<file path="config.mk">
export PLATFORM = sky130hd
export DESIGN_NAME = console_mmio
export DESIGN_NICKNAME = d
export VERILOG_FILES = /design/src/rtl/console_pkg.sv /design/src/rtl/console_decode.sv /design/src/rtl/console_kbd_chan.sv /design/src/rtl/console_disp_chan.sv /design/src/rtl/console_mmio.sv
export SDC_FILE = /design/constraint.sdc
export NUM_CORES = 1
export LEC_CHECK = 0
export BUFFER_PORTS_ARGS = -buffer_cell sky130_fd_sc_hd__buf_2
export CAP_MARGIN = 20
export CORE_MARGIN = 5
export CORE_UTILIZATION = 39
export DETAILED_ROUTE_END_ITERATION = 12
export GPL_ROUTABILITY_DRIVEN = 0
export HOLD_SLACK_MARGIN = 0.15
export PLACE_DENSITY = 0.79
export SYNTH_ARGS = -nofsm -noshare
export SYNTH_HDL_FRONTEND = slang
export SYNTH_HIERARCHICAL = 1
export SYNTH_SLANG_ARGS = --single-unit
</file>
<file path="constraint.sdc">
create_clock -name clk -period 2.85 [get_ports clk]
set_input_delay 0 -clock clk [delete_from_list [all_inputs] [get_ports clk]]
set_output_delay 0 -clock clk [all_outputs]
set_load 0.01 [all_outputs]
</file>
<file path="src/rtl/console_pkg.sv">
package console_pkg;
   localparam int NUM_REGS = 4;
   localparam int RDY_BIT  = 0;
   localparam int IE_BIT   = 1;
   localparam int OVR_BIT  = 2;

   typedef enum logic [1:0] {
      REG_KEY_CTL  = 2'd0,
      REG_KEY_DAT  = 2'd1,
      REG_DISP_CTL = 2'd2,
      REG_DISP_DAT = 2'd3
   } reg_idx_e;
endpackage

</file>
<file path="src/rtl/console_decode.sv">
module console_decode
   import console_pkg::*;
#(
   parameter int               ADDR_W = 32,
   parameter logic [ADDR_W-1:0] BASE  = '0
)(
   input  logic [ADDR_W-1:0]   addr,
   input  logic                rd,
   input  logic                wr,
   output logic [NUM_REGS-1:0] rd_sel,
   output logic [NUM_REGS-1:0] wr_sel
);
   localparam int IDX_LO = 2;
   localparam int IDX_HI = IDX_LO + $clog2(NUM_REGS) - 1;

   logic hit;
   assign hit = (addr[ADDR_W-1:IDX_HI+1] == BASE[ADDR_W-1:IDX_HI+1]) &&
                (addr[IDX_LO-1:0] == '0);

   for (genvar g = 0; g < NUM_REGS; g++) begin : g_sel
      assign rd_sel[g] = rd && hit && (addr[IDX_HI:IDX_LO] == g[IDX_HI-IDX_LO:0]);
      assign wr_sel[g] = wr && hit && (addr[IDX_HI:IDX_LO] == g[IDX_HI-IDX_LO:0]);
   end
endmodule

</file>
<file path="src/rtl/console_kbd_chan.sv">
module console_kbd_chan #(
   parameter int CHAR_W = 8
)(
   input  logic              clk,
   input  logic              rst_n,
   input  logic              key_valid,
   input  logic [CHAR_W-1:0] key_byte,
   input  logic              rd_data,
   input  logic              wr_ctrl,
   input  logic              wr_ie,
   output logic              ready,
   output logic              ie,
   output logic              ovr,
   output logic [CHAR_W-1:0] data
);
   always_ff @(posedge clk) begin
      if (!rst_n) begin
         ready <= 1'b0;
         ie    <= 1'b0;
         ovr   <= 1'b0;
         data  <= '0;
      end else begin
         if (wr_ctrl) ie <= wr_ie;
         if (key_valid) begin
            data  <= key_byte;
            ready <= 1'b1;
            if (ready && !rd_data) ovr <= 1'b1;
         end else if (rd_data) begin
            ready <= 1'b0;
         end
      end
   end

   assert_ovr_sticky_R4: assert property (@(posedge clk) disable iff (!rst_n)
      ovr |=> ovr);
   assert_push_sets_ready_R2: assert property (@(posedge clk) disable iff (!rst_n)
      key_valid |=> ready);
   assert_read_clears_R3: assert property (@(posedge clk) disable iff (!rst_n)
      (rd_data && !key_valid) |=> !ready);
   assert_coincide_no_ovr_R11: assert property (@(posedge clk) disable iff (!rst_n)
      (key_valid && rd_data && !ovr) |=> (ready && !ovr));
endmodule

</file>
<file path="src/rtl/console_disp_chan.sv">
module console_disp_chan #(
   parameter int CHAR_W = 8
)(
   input  logic              clk,
   input  logic              rst_n,
   input  logic              wr_data,
   input  logic [CHAR_W-1:0] wdata_byte,
   input  logic              wr_ctrl,
   input  logic              wr_ie,
   input  logic              done,
   output logic              ready,
   output logic              ie,
   output logic              start,
   output logic [CHAR_W-1:0] byte_o
);
   always_ff @(posedge clk) begin
      if (!rst_n) begin
         ready  <= 1'b1;
         ie     <= 1'b0;
         start  <= 1'b0;
         byte_o <= '0;
      end else begin
         if (wr_ctrl) ie <= wr_ie;
         start <= wr_data;
         if (wr_data) begin
            byte_o <= wdata_byte;
            ready  <= 1'b0;
         end else if (done) begin
            ready <= 1'b1;
         end
      end
   end

   assert_start_pulse_R5: assert property (@(posedge clk) disable iff (!rst_n)
      wr_data |=> (start && !ready && byte_o == $past(wdata_byte)));
   assert_single_pulse_R5: assert property (@(posedge clk) disable iff (!rst_n)
      (start && !$past(wr_data, 2)) |=> !start || $past(wr_data));
   assert_done_sets_R6: assert property (@(posedge clk) disable iff (!rst_n)
      (done && !wr_data) |=> ready);
endmodule

</file>
<file path="src/rtl/console_mmio.sv">
module console_mmio
   import console_pkg::*;
#(
   parameter int          ADDR_W    = 32,
   parameter int          DATA_W    = 32,
   parameter int          CHAR_W    = 8,
   parameter logic [31:0] BASE      = 32'hFFFF_0000,
   parameter bit          RDATA_REG = 1'b1
)(
   input  logic              clk,
   input  logic              rst_n,
   input  logic [31:0]       bus_addr,
   input  logic              bus_rd,
   input  logic              bus_wr,
   input  logic [31:0]       bus_wdata,
   output logic [31:0]       bus_rdata,
   input  logic              key_valid,
   input  logic [7:0]        key_byte,
   output logic              disp_start,
   output logic [7:0]        disp_byte,
   input  logic              disp_done,
   output logic              irq
);
   if (DATA_W != 32 || ADDR_W != 32 || CHAR_W != 8) begin : g_bad_width
      $error("console_mmio: port widths are fixed at 32/32/8");
   end
   if (BASE[3:0] != 4'h0) begin : g_bad_base
      $error("console_mmio: BASE must be aligned to 16 bytes");
   end
   if (OVR_BIT >= DATA_W || CHAR_W > DATA_W) begin : g_bad_layout
      $error("console_mmio: control fields do not fit the data width");
   end

   logic [NUM_REGS-1:0] rd_sel, wr_sel;
   logic k_ready, k_ie, k_ovr, d_ready, d_ie;
   logic [CHAR_W-1:0] k_data;
   logic [DATA_W-1:0] rd_mux;

   console_decode #(.ADDR_W(ADDR_W), .BASE(BASE[ADDR_W-1:0])) u_dec (
      .addr(bus_addr), .rd(bus_rd), .wr(bus_wr),
      .rd_sel(rd_sel), .wr_sel(wr_sel)
   );

   console_kbd_chan #(.CHAR_W(CHAR_W)) u_kbd (
      .clk(clk), .rst_n(rst_n),
      .key_valid(key_valid), .key_byte(key_byte),
      .rd_data(rd_sel[REG_KEY_DAT]),
      .wr_ctrl(wr_sel[REG_KEY_CTL]), .wr_ie(bus_wdata[IE_BIT]),
      .ready(k_ready), .ie(k_ie), .ovr(k_ovr), .data(k_data)
   );

   console_disp_chan #(.CHAR_W(CHAR_W)) u_disp (
      .clk(clk), .rst_n(rst_n),
      .wr_data(wr_sel[REG_DISP_DAT]), .wdata_byte(bus_wdata[CHAR_W-1:0]),
      .wr_ctrl(wr_sel[REG_DISP_CTL]), .wr_ie(bus_wdata[IE_BIT]),
      .done(disp_done),
      .ready(d_ready), .ie(d_ie), .start(disp_start), .byte_o(disp_byte)
   );

   always_comb begin
      rd_mux = '0;
      unique case (1'b1)
         rd_sel[REG_KEY_CTL]: begin
            rd_mux[RDY_BIT] = k_ready;
            rd_mux[IE_BIT]  = k_ie;
            rd_mux[OVR_BIT] = k_ovr;
         end
         rd_sel[REG_KEY_DAT]:  rd_mux[CHAR_W-1:0] = k_data;
         rd_sel[REG_DISP_CTL]: begin
            rd_mux[RDY_BIT] = d_ready;
            rd_mux[IE_BIT]  = d_ie;
         end
         rd_sel[REG_DISP_DAT]: rd_mux[CHAR_W-1:0] = disp_byte;
         default: rd_mux = '0;
      endcase
   end

   if (RDATA_REG) begin : g_rd_reg
      always_ff @(posedge clk) begin
         if (!rst_n) bus_rdata <= '0;
         else        bus_rdata <= rd_mux;
      end
      assert_idle_rdata_R10: assert property (@(posedge clk) disable iff (!rst_n)
         !bus_rd |=> (bus_rdata == '0));
   end else begin : g_rd_comb
      assign bus_rdata = rd_mux;
   end

   assign irq = (k_ready & k_ie) | (d_ready & d_ie);

   assert_sel_onehot_R9: assert property (@(posedge clk) disable iff (!rst_n)
      $onehot0(rd_sel) && $onehot0(wr_sel));
   assert_irq_has_enable_R8: assert property (@(posedge clk) disable iff (!rst_n)
      irq |-> (k_ie || d_ie));
   assert_irq_drops_R8: assert property (@(posedge clk) disable iff (!rst_n)
      $fell(irq) |-> ((!k_ready || !k_ie) && (!d_ready || !d_ie)));
   assert_ctl_write_keeps_ready_R7: assert property (@(posedge clk) disable iff (!rst_n)
      (wr_sel[REG_KEY_CTL] && !key_valid && !rd_sel[REG_KEY_DAT]) |=> $stable(k_ready));
endmodule

</file>
==> reports/qor.txt <==
Setup Skew: 0.00395 ns
data required time of the worst path: 3.01 ns
layout cells sized above 1: 36.0%
die width: 71.9 µm
vias in the first global route: 1,168
starting DRC count in detailed routing: 68
global-route wire length before repair: 5.43 mm
Final Setup Violations: 0
flop-to-flop setup slack: 1.68 ns
# port buffers: 71
Max clock buf depth: 2
hold_sp: key_valid
Slew Viols, Final: 0
critical path type: primary input to flop
Worst R2R End: u_disp/ready$_SDFFE_PN1P_
Hold/Removal Path Class: primary input to flop
PD cells: 423 mW/mm²
core area: 0.00369 mm²
CTS sink count: 30
Reg clk slew, reported paths: 0.06 ns
placed cell count: 262
Leakage Power: 0.931 nW
clock latency on the worst-skew pair: 0.27 ns
f_max: 470 MHz
critical path buffer and inverter count: 3
# IOs: 120
Hold Path Depth: 2
Worst Max-Slew Pin Slew: 0.515 ns
Post-CTS Setup Inserts: 0
Endpoint, Worst Hold: u_kbd/ready$_SDFFE_PN0P_
Std-Cell Rows: 22
fillcell total: 329
DRT Pass-1 Iters: 4
Post-Layout Cell Count: 290
Worst Setup End Kind: flop
Post-CTS Resized: 0
vias: 1,251
Avg Cell Area, Syn: 10.2 µm²
WL final: 3.56 mm
element type at the critical path start: primary input
routed len/inst: 12.3 µm
Final Critical Period: 2.13 ns
register area: 601 µm²
Cells after Synth: 147
max-cap check violation count: 0
post-DR vias/cell: 4.31
Root Buffer: clkbuf_8
reg2reg start: u_disp/ready$_SDFFE_PN1P_
crit share post-route: 74.7%
CP max-delay cell: dlygate4sd3_1
antenna violations before repair: 0
crit-path max FO: 10
TritonCTS clock tree: yes
Global Route Usage Sum: 13.4%
post-layout net count: 319
VDD IR max: 0.259 mV
largest net degree at the start of global routing: 31
die area: 0.00517 mm²
CTS buffer count: 5
starting density of the core: 40.5%
total grt overflow: 0
Total Neg Setup Slack: 0 ns
Post-Syn Area: 0.00149 mm²
status: completed
detailed placer's ending HPWL: 2.64 mm
final hold violation count: 0
R2R depth: 3
Antenna Cells: 0
footprint of the multi-input gates: 744 µm²
WP data arrival: 2.29 ns
Max stage delay on crit path: 0.58 ns
Die Y: 71.9 µm
Synth-to-Final Area Change: 39.6%
Rel. slew slack: 65.4%
CP top delay family: simple AND/OR/NAND/NOR gates
critical path cell sequence: buf_2, or4b_1, or4_4, nor3_2, buf_4, o21ai_0, dlygate4sd3_1
Ys Warns: 6
RSZ-0062 raised after global routing: false
drt drc: 0
ANT nets after route: 0
H-tree depth: 2
## repair_timing
| action | in CTS | in global routing |
|---|---|---|
| hold buffers | 20 | 0 |
| endpoints found under the setup margin | 0 | 0 |
| hold endpoints to repair | 19 | 0 |
## power breakdown
part	switching, mW	internal [mW]	leakage (nW)	total [mW]
clock network	0.152	0.194	0.0472	0.346
registers	0.00506	0.428	0.244	0.433
logic	0.0445	0.0589	0.641	0.103
total	0.202	0.681	0.931	0.882
## stage by stage
stage	cell area [µm²]	setup slack, ns	util [%]	hold WS [ns]	total power [mW]
6_report	2090	0.721	56.5	0.175	0.882
5_1_grt	2090	0.657	56.5	0.175	0.925
4_1_cts	2090	0.738	56.5	0.174	0.891
3_5_place_dp	1790	0.773	48.5	0.267	0.525
3_3_place_gp	1790	0.775	48.5	0.252	0.523
2_1_floorplan	1580	0.743	-	0.112	0.508
## area by class of cell
| type | instances | share of cell area, % |
|---|---|---|
| Sequential cell | 30 | 28.8 |
| Clock inverter | 2 | 0.600 |
| Tap cell | 48 | 2.88 |
| Clock buffer | 6 | 3.96 |
| Multi-Input combinational cell | 109 | 35.7 |
| Timing Repair Buffer | 95 | 28.1 |
## worst reg2reg max path, cell delays in order (launching register included)
cell and delay (ns):
dfxtp_1 0.32, nor2_1 0.09, o21ai_0 0.07, dlygate4sd3_1 0.58
## registers in the layout, indices dropped and copies added, names as in the netlist
| signal | count |
|---|---|
| u_disp/ie | 1 |
| u_disp/start | 1 |
| bus_rdata | 8 |
| u_kbd/data | 8 |
| u_disp/byte_o | 8 |
| u_kbd/ie | 1 |
| u_disp/ready | 1 |
| u_kbd/ready | 1 |
| u_kbd/ovr | 1 |
## routing by layer
metal / up-vias / GRT usage [%] / share of wire (%)
met4: 0 / 5.85 / 1.5
met3: 7 / 2.77 / 5.8
met5: - / 0 / 0
met1: 550 / 16.0 / 40
li1: 658 / - / -
met2: 36 / 23.1 / 52
## worst max path at each step
stage,startpoint,endpoint,depth (start not counted)
2_1_floorplan,bus_addr[1],bus_rdata[0]$_SDFF_PN0_,6
3_3_place_gp,bus_addr[1],bus_rdata[1]$_SDFF_PN0_,6
3_5_place_dp,bus_addr[1],bus_rdata[1]$_SDFF_PN0_,6
4_1_cts,bus_addr[1],u_disp/ready$_SDFFE_PN1P_,7
5_1_grt,bus_addr[1],u_disp/ready$_SDFFE_PN1P_,7
6_report,bus_addr[1],u_disp/ready$_SDFFE_PN1P_,7
## cells in the final DEF, fill, tap and decap left out, types with 2 or more instances in the layout
| cell | count |
|---|---|
| mux2i_1 | 18 |
| a21oi_1 | 2 |
| nor3_1 | 4 |
| nand4_1 | 3 |
| a22o_1 | 2 |
| dlygate4sd3_1 | 20 |
| nand4b_1 | 2 |
| a22oi_1 | 9 |
| conb_1 | 24 |
| clkbuf_8 | 6 |
| nand2b_1 | 2 |
| nor3b_1 | 2 |
| buf_4 | 4 |
| nor4_1 | 3 |
| nor2b_1 | 25 |
| buf_2 | 71 |
| dfxtp_1 | 30 |
Power figures use the tool's default switching activity.
